`src/rtl/rxf_pkg.sv`:
```
package rxf_pkg;
    // Error flag positions within an entry's status field
    localparam int ERR_PARITY = 0;
    localparam int ERR_FRAME  = 1;
    localparam int ERR_BREAK  = 2;
    localparam int ERR_W      = 3;

    typedef enum logic [1:0] {
        TRIG_LVL0 = 2'd0,
        TRIG_LVL1 = 2'd1,
        TRIG_LVL2 = 2'd2,
        TRIG_LVL3 = 2'd3
    } trig_sel_e;
endpackage

```
`src/rtl/rxf_store.sv`:
```
module rxf_store #(
    parameter int DEPTH = 16,
    parameter int EW    = 11,
    localparam int PW   = (DEPTH > 1) ? $clog2(DEPTH) : 1
) (
    input  logic          clk,
    input  logic          rst_n,
    input  logic          we,
    input  logic [PW-1:0] waddr,
    input  logic [EW-1:0] wdata,
    input  logic [PW-1:0] raddr,
    output logic [EW-1:0] rdata
);
    logic [EW-1:0] slot_q [DEPTH];

    for (genvar i = 0; i < DEPTH; i++) begin : g_slot
        logic [EW-1:0] slot_d;
        always_comb begin
            slot_d = slot_q[i];
            if (we && (waddr == PW'(i))) slot_d = wdata;
        end
        always_ff @(posedge clk) begin
            if (!rst_n) slot_q[i] <= '0;
            else        slot_q[i] <= slot_d;
        end
    end

    assign rdata = slot_q[raddr];
endmodule

```
`src/rtl/rxf_rts.sv`:
```
module rxf_rts #(
    parameter int CW = 5
) (
    input  logic          clk,
    input  logic          rst_n,
    input  logic          flow_en,
    input  logic [CW-1:0] level_nxt,
    input  logic [CW-1:0] thresh,
    output logic          rts
);
    logic rts_d, rts_q;

    always_comb begin
        rts_d = rts_q;
        if (!flow_en)                 rts_d = 1'b1;
        else if (level_nxt >= thresh) rts_d = 1'b0;
        else if (level_nxt == '0)     rts_d = 1'b1;
    end

    always_ff @(posedge clk) begin
        if (!rst_n) rts_q <= 1'b1;
        else        rts_q <= rts_d;
    end

    assign rts = rts_q;

    // flow control off forces request-to-send high
    a_r10_flow_off: assert property (@(posedge clk) disable iff (!rst_n)
        !flow_en |=> rts_q);
    // low line stays low until the buffer is empty
    a_r9_hold_low: assert property (@(posedge clk) disable iff (!rst_n)
        (flow_en && !rts_q && level_nxt != '0) |=> !rts_q);
endmodule

```
`src/rtl/rx_flow_fifo.sv`:
```
module rx_flow_fifo #(
    parameter int DEPTH  = 16,
    parameter int DATA_W = 8,
    parameter int TRIG0  = 1,
    parameter int TRIG1  = 4,
    parameter int TRIG2  = 8,
    parameter int TRIG3  = 14
) (
    input  logic                     clk,
    input  logic                     rst_n,
    input  logic                     wr_en,
    input  logic [DATA_W-1:0]        wr_data,
    input  logic [rxf_pkg::ERR_W-1:0] wr_err,
    input  logic                     rd_en,
    output logic [DATA_W-1:0]        rd_data,
    output logic [rxf_pkg::ERR_W-1:0] rd_err,
    output logic                     rx_ready,
    input  logic                     flow_en,
    input  logic [1:0]               trig_sel,
    output logic                     rts,
    input  logic                     ovr_ack,
    output logic                     overrun
);
    import rxf_pkg::*;

    localparam int PW = (DEPTH > 1) ? $clog2(DEPTH) : 1;
    localparam int CW = $clog2(DEPTH + 1);
    localparam int EW = DATA_W + ERR_W;
    localparam logic [CW-1:0] FULL = CW'(DEPTH);
    localparam logic [PW-1:0] LAST = PW'(DEPTH - 1);

    typedef struct packed {
        logic [PW-1:0] wp;
        logic [PW-1:0] rp;
        logic [CW-1:0] cnt;
        logic          ovr;
    } ctl_t;

    ctl_t          ctl_d, ctl_q;
    logic          pop, push, drop;
    logic [CW-1:0] thresh;
    logic [EW-1:0] head;

    always_comb begin
        pop   = rd_en && (ctl_q.cnt != '0);
        push  = wr_en && ((ctl_q.cnt != FULL) || pop);
        drop  = wr_en && !push;

        ctl_d = ctl_q;
        if (push) ctl_d.wp = (ctl_q.wp == LAST) ? '0 : ctl_q.wp + 1'b1;
        if (pop)  ctl_d.rp = (ctl_q.rp == LAST) ? '0 : ctl_q.rp + 1'b1;
        case ({push, pop})
            2'b10:   ctl_d.cnt = ctl_q.cnt + 1'b1;
            2'b01:   ctl_d.cnt = ctl_q.cnt - 1'b1;
            default: ctl_d.cnt = ctl_q.cnt;
        endcase
        ctl_d.ovr = drop || (ctl_q.ovr && !ovr_ack);

        case (trig_sel_e'(trig_sel))
            TRIG_LVL0: thresh = CW'(TRIG0);
            TRIG_LVL1: thresh = CW'(TRIG1);
            TRIG_LVL2: thresh = CW'(TRIG2);
            default:   thresh = CW'(TRIG3);
        endcase
    end

    always_ff @(posedge clk) begin
        if (!rst_n) ctl_q <= '0;
        else        ctl_q <= ctl_d;
    end

    rxf_store #(.DEPTH(DEPTH), .EW(EW)) u_store (
        .clk   (clk),
        .rst_n (rst_n),
        .we    (push),
        .waddr (ctl_q.wp),
        .wdata ({wr_err, wr_data}),
        .raddr (ctl_q.rp),
        .rdata (head)
    );

    rxf_rts #(.CW(CW)) u_rts (
        .clk       (clk),
        .rst_n     (rst_n),
        .flow_en   (flow_en),
        .level_nxt (ctl_d.cnt),
        .thresh    (thresh),
        .rts       (rts)
    );

    assign rd_data  = head[DATA_W-1:0];
    assign rd_err   = head[EW-1:DATA_W];
    assign rx_ready = (ctl_q.cnt != '0);
    assign overrun  = ctl_q.ovr;

    // fill level never exceeds the depth
    a_r2_bounded: assert property (@(posedge clk) disable iff (!rst_n)
        ctl_q.cnt <= FULL);
    // a write into a full buffer without a read leaves the level alone and flags overrun
    a_r5_drop_full: assert property (@(posedge clk) disable iff (!rst_n)
        (wr_en && !rd_en && ctl_q.cnt == FULL) |=> (overrun && ctl_q.cnt == FULL));
    // overrun is sticky until acknowledged
    a_r6_sticky: assert property (@(posedge clk) disable iff (!rst_n)
        (overrun && !ovr_ack) |=> overrun);
    // a read of an empty buffer changes nothing
    a_r7_empty_read: assert property (@(posedge clk) disable iff (!rst_n)
        (!rx_ready && rd_en && !wr_en) |=> !rx_ready);
    // read and write together at full keep the buffer full and raise no overrun
    a_r11_full_swap: assert property (@(posedge clk) disable iff (!rst_n)
        (wr_en && rd_en && ctl_q.cnt == FULL && !overrun) |=> (!overrun && ctl_q.cnt == FULL));
endmodule

```
`config.mk`:
```
export PLATFORM = sky130hd
export DESIGN_NAME = rx_flow_fifo
export DESIGN_NICKNAME = d
export VERILOG_FILES = /design/src/rtl/rxf_pkg.sv /design/src/rtl/rxf_store.sv /design/src/rtl/rxf_rts.sv /design/src/rtl/rx_flow_fifo.sv
export SDC_FILE = /design/constraint.sdc
export NUM_CORES = 1
export LEC_CHECK = 0
export CAP_MARGIN = 20
export CORE_AREA = 4 4 147 149
export CTS_CLUSTER_DIAMETER = 200
export DETAILED_ROUTE_END_ITERATION = 10
export DIE_AREA = 0 0 151 153
export GPL_TIMING_DRIVEN = 1
export PLACE_DENSITY = 0.59
export SKIP_CTS_REPAIR_TIMING = 1
export SKIP_LAST_GASP = 1
export SLEW_MARGIN = 30
export SYNTH_ARGS = -nofsm -noshare
export SYNTH_HDL_FRONTEND = slang
export SYNTH_SLANG_ARGS = --single-unit
```
`constraint.sdc`:
```
create_clock -name clk -period 6.05 [get_ports clk]
set_clock_uncertainty 0.15 [all_clocks]
set_input_delay 0.9075 -clock clk [delete_from_list [all_inputs] [get_ports clk]]
set_output_delay 0.9075 -clock clk [all_outputs]
set_load 0.03 [all_outputs]
```
After elaboration in Yosys (flattened, before gate mapping)
Memory sizes are Yosys's and may differ from the RTL's. A register that Yosys moved wholly into a read port is not among the register bits.
Cells that the tools add are included.
{"block": "totals", "register_bits": 15, "ram_bits": 176, "input_bits": 19, "out_inout_bits": 14, "word_cells": 152, "n_memories": 1}
{"block": "op_classes", "addsub": 4, "n_lt_le_gt_ge": 1, "eq_ne": 37, "n_mux": 42, "n_bitwise": 16, "n_reduce_logical": 46}
{"name": "u_store.slot_q", "words": 16, "width": 11, "read_ports": 1, "rd_ports_with_merged_regs": 1, "wr": 16, "line_no": "rxf_store.sv:14", "source": "logic [EW-1:0] slot_q [DEPTH];"}
{"cell": "two-way mux 11 bit", "n": 32}
{"cell": "== test 4 bit, second input constant", "n": 9}
{"cell": "AND reduction 2 bit", "n": 17}
{"cell": "logical AND 1 bit", "n": 20}
{"cell": "== test 4 x 3 -> 1 bit, second input constant", "n": 4}
{"cell": "two-way mux 4 bit", "n": 4}
{"cell": "inequality test 1 bit, second input constant", "n": 16}
{"cell": "OR 1 bit", "n": 16}
{"cell": "one-hot mux 4 bit (3 select lines)", "n": 1}
{"cell": "one-hot mux 5 bit (2 select lines)", "n": 1}
{"cell": "adder 4 x 1 -> 4 bit, second input constant", "n": 2}
{"cell": "== test 4 x 2 -> 1 bit, second input constant", "n": 2}
{"cell": "adder 5 x 1 -> 5 bit, second input constant", "n": 1}
{"cell": ">= comparator 5 x 4 -> 1 bit", "n": 1}
{"cell": "zero test 5 bit", "n": 1}
{"cell": "inequality test 5 bit, second input constant", "n": 1}
{"cell": "nonzero test 5 bit", "n": 1}
{"cell": "subtractor 5 x 1 -> 5 bit, second input constant", "n": 1}
{"cell": "== test 2 x 1 -> 1 bit, second input constant", "n": 2}
{"cell": "== test 2 bit, second input constant", "n": 2}
{"cell": "== test 4 x 1 -> 1 bit, second input constant", "n": 1}
{"cell": "zero test 4 bit", "n": 1}
{"cell": "two-way mux 1 bit", "n": 4}
{"cell": "zero test 1 bit", "n": 2}
{"cell": "other kinds (3)", "n": 4}

Depth between registers and ports, before layout
{"block": "logic_depth", "ltp_word": 9, "mapped_depth": 13, "depth_no_buf": 12}

By module
From an unflattened synthesis, not the netlist that was laid out.
{"block": "hier_totals", "hier_cells": 639, "area_unflattened_um2": 9193.8}
{"mod": "rxf_store", "n_inst": 1, "cells_each": 521, "area_per_inst_um2": 8152.8, "seq_area_each_um2": 5285.1}
{"mod": "rx_flow_fifo", "n_inst": 1, "cells_each": 97, "area_per_inst_um2": 875.8, "seq_area_each_um2": 280.3}
{"mod": "rxf_rts", "n_inst": 1, "cells_each": 21, "area_per_inst_um2": 165.2, "seq_area_each_um2": 20.0}

Least setup slack after synthesis
OpenSTA, ideal clock, no wires.
{"block": "synth_path", "path_type": "input to register", "start": "input rd_en", "end": "register u_rts.rts_q, in the netlist u_rts.rts", "setup_ps": 93, "arrival_ps": 3415, "t_required_ps": 5807, "setup_slack_ps": 2392, "path_stages": 11, "n_path_buf": 1, "path_cell_list": "clkbuf_1 > a21boi_0 > nand2_1 > fa_1 > xnor2_1 > o2111a_1 > a211o_1 > ha_1 > a21o_1 > a21o_1 > o311ai_2"}
{"item": "from (decl)", "line_no": "rx_flow_fifo.sv:14", "source": "input logic rd_en,"}
{"item": "to (signal assigned)", "line_no": "rxf_rts.sv:22", "source": "else rts_q <= rts_d;"}
{"item": "to (decl)", "line_no": "rxf_rts.sv:11", "source": "logic rts_d, rts_q;"}

==> impl_metrics.toml <==
[finish]
nFillCells = 1757
syn_to_final_growth_pct = 13.5
multi_input_area_sq_um = 3290
drive_gt1_share_pct = 18.1
antenna_cells = 0
fin_nets = 682
post-route-util_pct = 51.6
ff_latch_area_sq_um = 5670
final_area_sq_um = 10400

[routing]
drc = 0
via_per_inst = 5.41
drt_wl_total_mm = 21.2
ant_nets = 0
vias = 5049
firstDrtPassIters = 5
drtIter0Drc = 387
wl_per_cell_microns = 22.7

[critical_path]
critPathKind = "flip-flop to primary output"
r2r_setup_slack_ns = 2.46
rr_startpoint = "ctl_q[1]"
worstSetupEndpointType = "primary output"
reg2regPathDepth = 12
crit_required_ns = 4.99
worstPathArrival_ns = 3.09
critPathMaxFanout = 24
reg2reg_to = "u_rts.rts"
worstSetupStartpointType = "flip-flop"

[pwr]
clkPwrFrac_pct = 30.9
pwr-share-seq_pct = 44.1
combPwrFrac_pct = 25.1
internal-power_mw = 2.67
powerDensity_nw_per_um2 = 361
total_power_mw = 3.76
power.switching_mw = 1.09
p_sw_share_pct = 29.0
p_leak_nw = 3.73
peakVddDrop_mv = 0.417

[placement]
preCtsSetupSlack_ns = 1.66
gp_congestion = 0.820
place_hpwl_mm = 14.0
place_area_sq_um = 9800
port_buffers = 32

[clock_network]
cts_sinks = 195
h-tree-depth = 4
clkTransAtPathRegs_ns = 0.07
root_buffer = "clkbuf_16"
clk_latency_ns = 0.42
cts_tree = "yes"
cts_buffers = 17
clockBufferDepth = 2

[logic_synthesis]
syn_nets = 659
ys_seq_elements = 195
synthCells = 627
synth_area_sq_um = 9170
syn_avg_cell_area_sq_um = 14.6
synth_edf_count = 176
synthFlopType = "edfxtp_1"
async_reset_ff_share_pct = 0
synth.distinct_cells = 43
ys_seq_area_share_pct = 61.8
synth.yosys.warnings = 0

[global_routing]
gr-total-overflow = 0
grt_start_max_net_pins = 33
grt_pass1_vias = 5210
grt_pass1_wl_mm = 32.1
grt_usage_pct = 19.2
antenna_found_initial = 1

[timing]
hold_viol = 0
fin_crit_ns = 4.15
fin_setup_tns_ns = 0
fin_crit_sh_pct = 68.6
worst_slack_ns = 1.90
slew_violations = 0
setup_viol = 0
worst_pin_slew_ns = 0.869
fmax_mhz = 241
rsz0062_at_grt = "no"
max_slew_margin_pct = 41.9

[run_status]
status = "complete, no violations"

[worst_hold_path]
min_from = "overrun"
hold_path_end = "overrun"
whs_path_depth = 2
hold_path_class = "flip-flop to flip-flop"

[floorplan]
start_util_pct = 45.5
die_area_sq_um = 23100
io_pins = 33
fp.dieW_microns = 151
coreArea_sq_um = 20200
std_cell_rows = 52
die_height_microns = 153

[run]
max_cap_violations = 0
-- routing by layer --
layer	track usage (%)	vias to the layer above	wire (microns)
li1	-	2333	-
met1	26.5	2579	8860
met2	30.8	117	10800
met3	4.65	20	1210
met4	4.84	0	354
met5	0	-	0
-- final cells by class --
cell class	instances	area share, %
Sequential cell	195	54.5
Multi-Input combinational cell	375	31.6
Timing Repair Buffer	50	4.49
Clock buffer	17	4.09
Tap cell	270	3.24
Clock inverter	15	1.72
Inverter	11	0.397
-- registers in the layout (all words and copies together) (netlist names), named ones only --
register,cells
u_store.slot_q,176
ctl_q,13
u_rts.rts,1
overrun,1
-- layout by cell type, fill, tap and decap left out, types with 4 or more instances in the layout --
master	n
clkdlybuf4s50_1	32
inv_6	4
clkbuf_16	17
nand2_1	16
o21ai_1	8
o21ai_0	10
mux4_2	55
or2_2	4
inv_1	11
xor2_1	4
edfxtp_1	176
nand2b_1	8
mux2i_1	5
nor2_1	31
buf_4	17
xnor2_1	4
ha_1	12
dfxtp_1	16
and2_1	180
a21oi_1	8
-- power by group through the flow --
stage / registers [mW] / logic (mW) / clock network [mW]
5_1_grt: 1.68 / 1.01 / 1.23
4_1_cts: 1.66 / 0.958 / 1.17
3_3_place_gp: 1.74 / 0.883 / 0
3_5_place_dp: 1.69 / 0.953 / 0
6_report: 1.66 / 0.942 / 1.16
2_1_floorplan: 1.62 / 0.693 / 0
-- synthesized netlist by cell type, types with 2 or more instances --
cell type | n | area [sq um]
dfxtp_1 | 19 | 380
xor2_1 | 4 | 35.0
nand2_1 | 16 | 60.1
xnor2_1 | 4 | 35.0
a21o_1 | 3 | 22.5
inv_1 | 11 | 41.3
buf_2 | 5 | 25.0
or2_2 | 4 | 25.0
edfxtp_1 | 176 | 5290
nor2_1 | 31 | 116
mux2i_1 | 5 | 50.1
a21oi_1 | 8 | 40.0
clkbuf_1 | 39 | 146
and2_1 | 180 | 1130
ha_1 | 12 | 150
buf_1 | 2 | 7.51
nand2b_1 | 8 | 50.1
mux4_2 | 55 | 1240
nand3_1 | 3 | 15.0
a21boi_0 | 2 | 15.0
o21ai_0 | 18 | 90.1
-- stage by stage --
step                      hold WS (ns)  instances
after floorplan                  0.323        627
after global placement           0.312        900
after detailed placement         0.311        901
after CTS                        0.328        933
after global routing             0.346        933
final                            0.321        933
-- worst max-delay path, cell delays in order (launching register included) --
cell	delay, ns
dfxtp_4	0.65
buf_12	0.30
mux4_2	0.60
mux4_2	0.48
clkdlybuf4s50_1	0.61
-- how the worst max path moves through the flow --
stage                             to  depth (start not counted)  slack, ns  startpoint
after floorplan            u_rts.rts                         11       2.39       rd_en
after global placement     u_rts.rts                         11       1.82       rd_en
after detailed placement   u_rts.rts                         12       1.66       rd_en
after CTS                  rd_err[1]                          4       1.63   flip-flop
after global routing      rd_data[5]                          4       1.73   flip-flop
final                      rd_err[0]                          4       1.90   flip-flop
-- logic make-up after synthesis --
family / count (synthesis) / synth area share [%]
AOI/OAI and AO/OA: 43 / 3.10
adders and majority gates: 13 / 1.86
xor gates and xnor gates: 8 / 0.764
DFF: 195 / 61.8
and+or+nand+nor: 251 / 16.1
buffers and inverters: 57 / 2.40
muxes: 60 / 14.0
(Power assumes the default switching activity.)
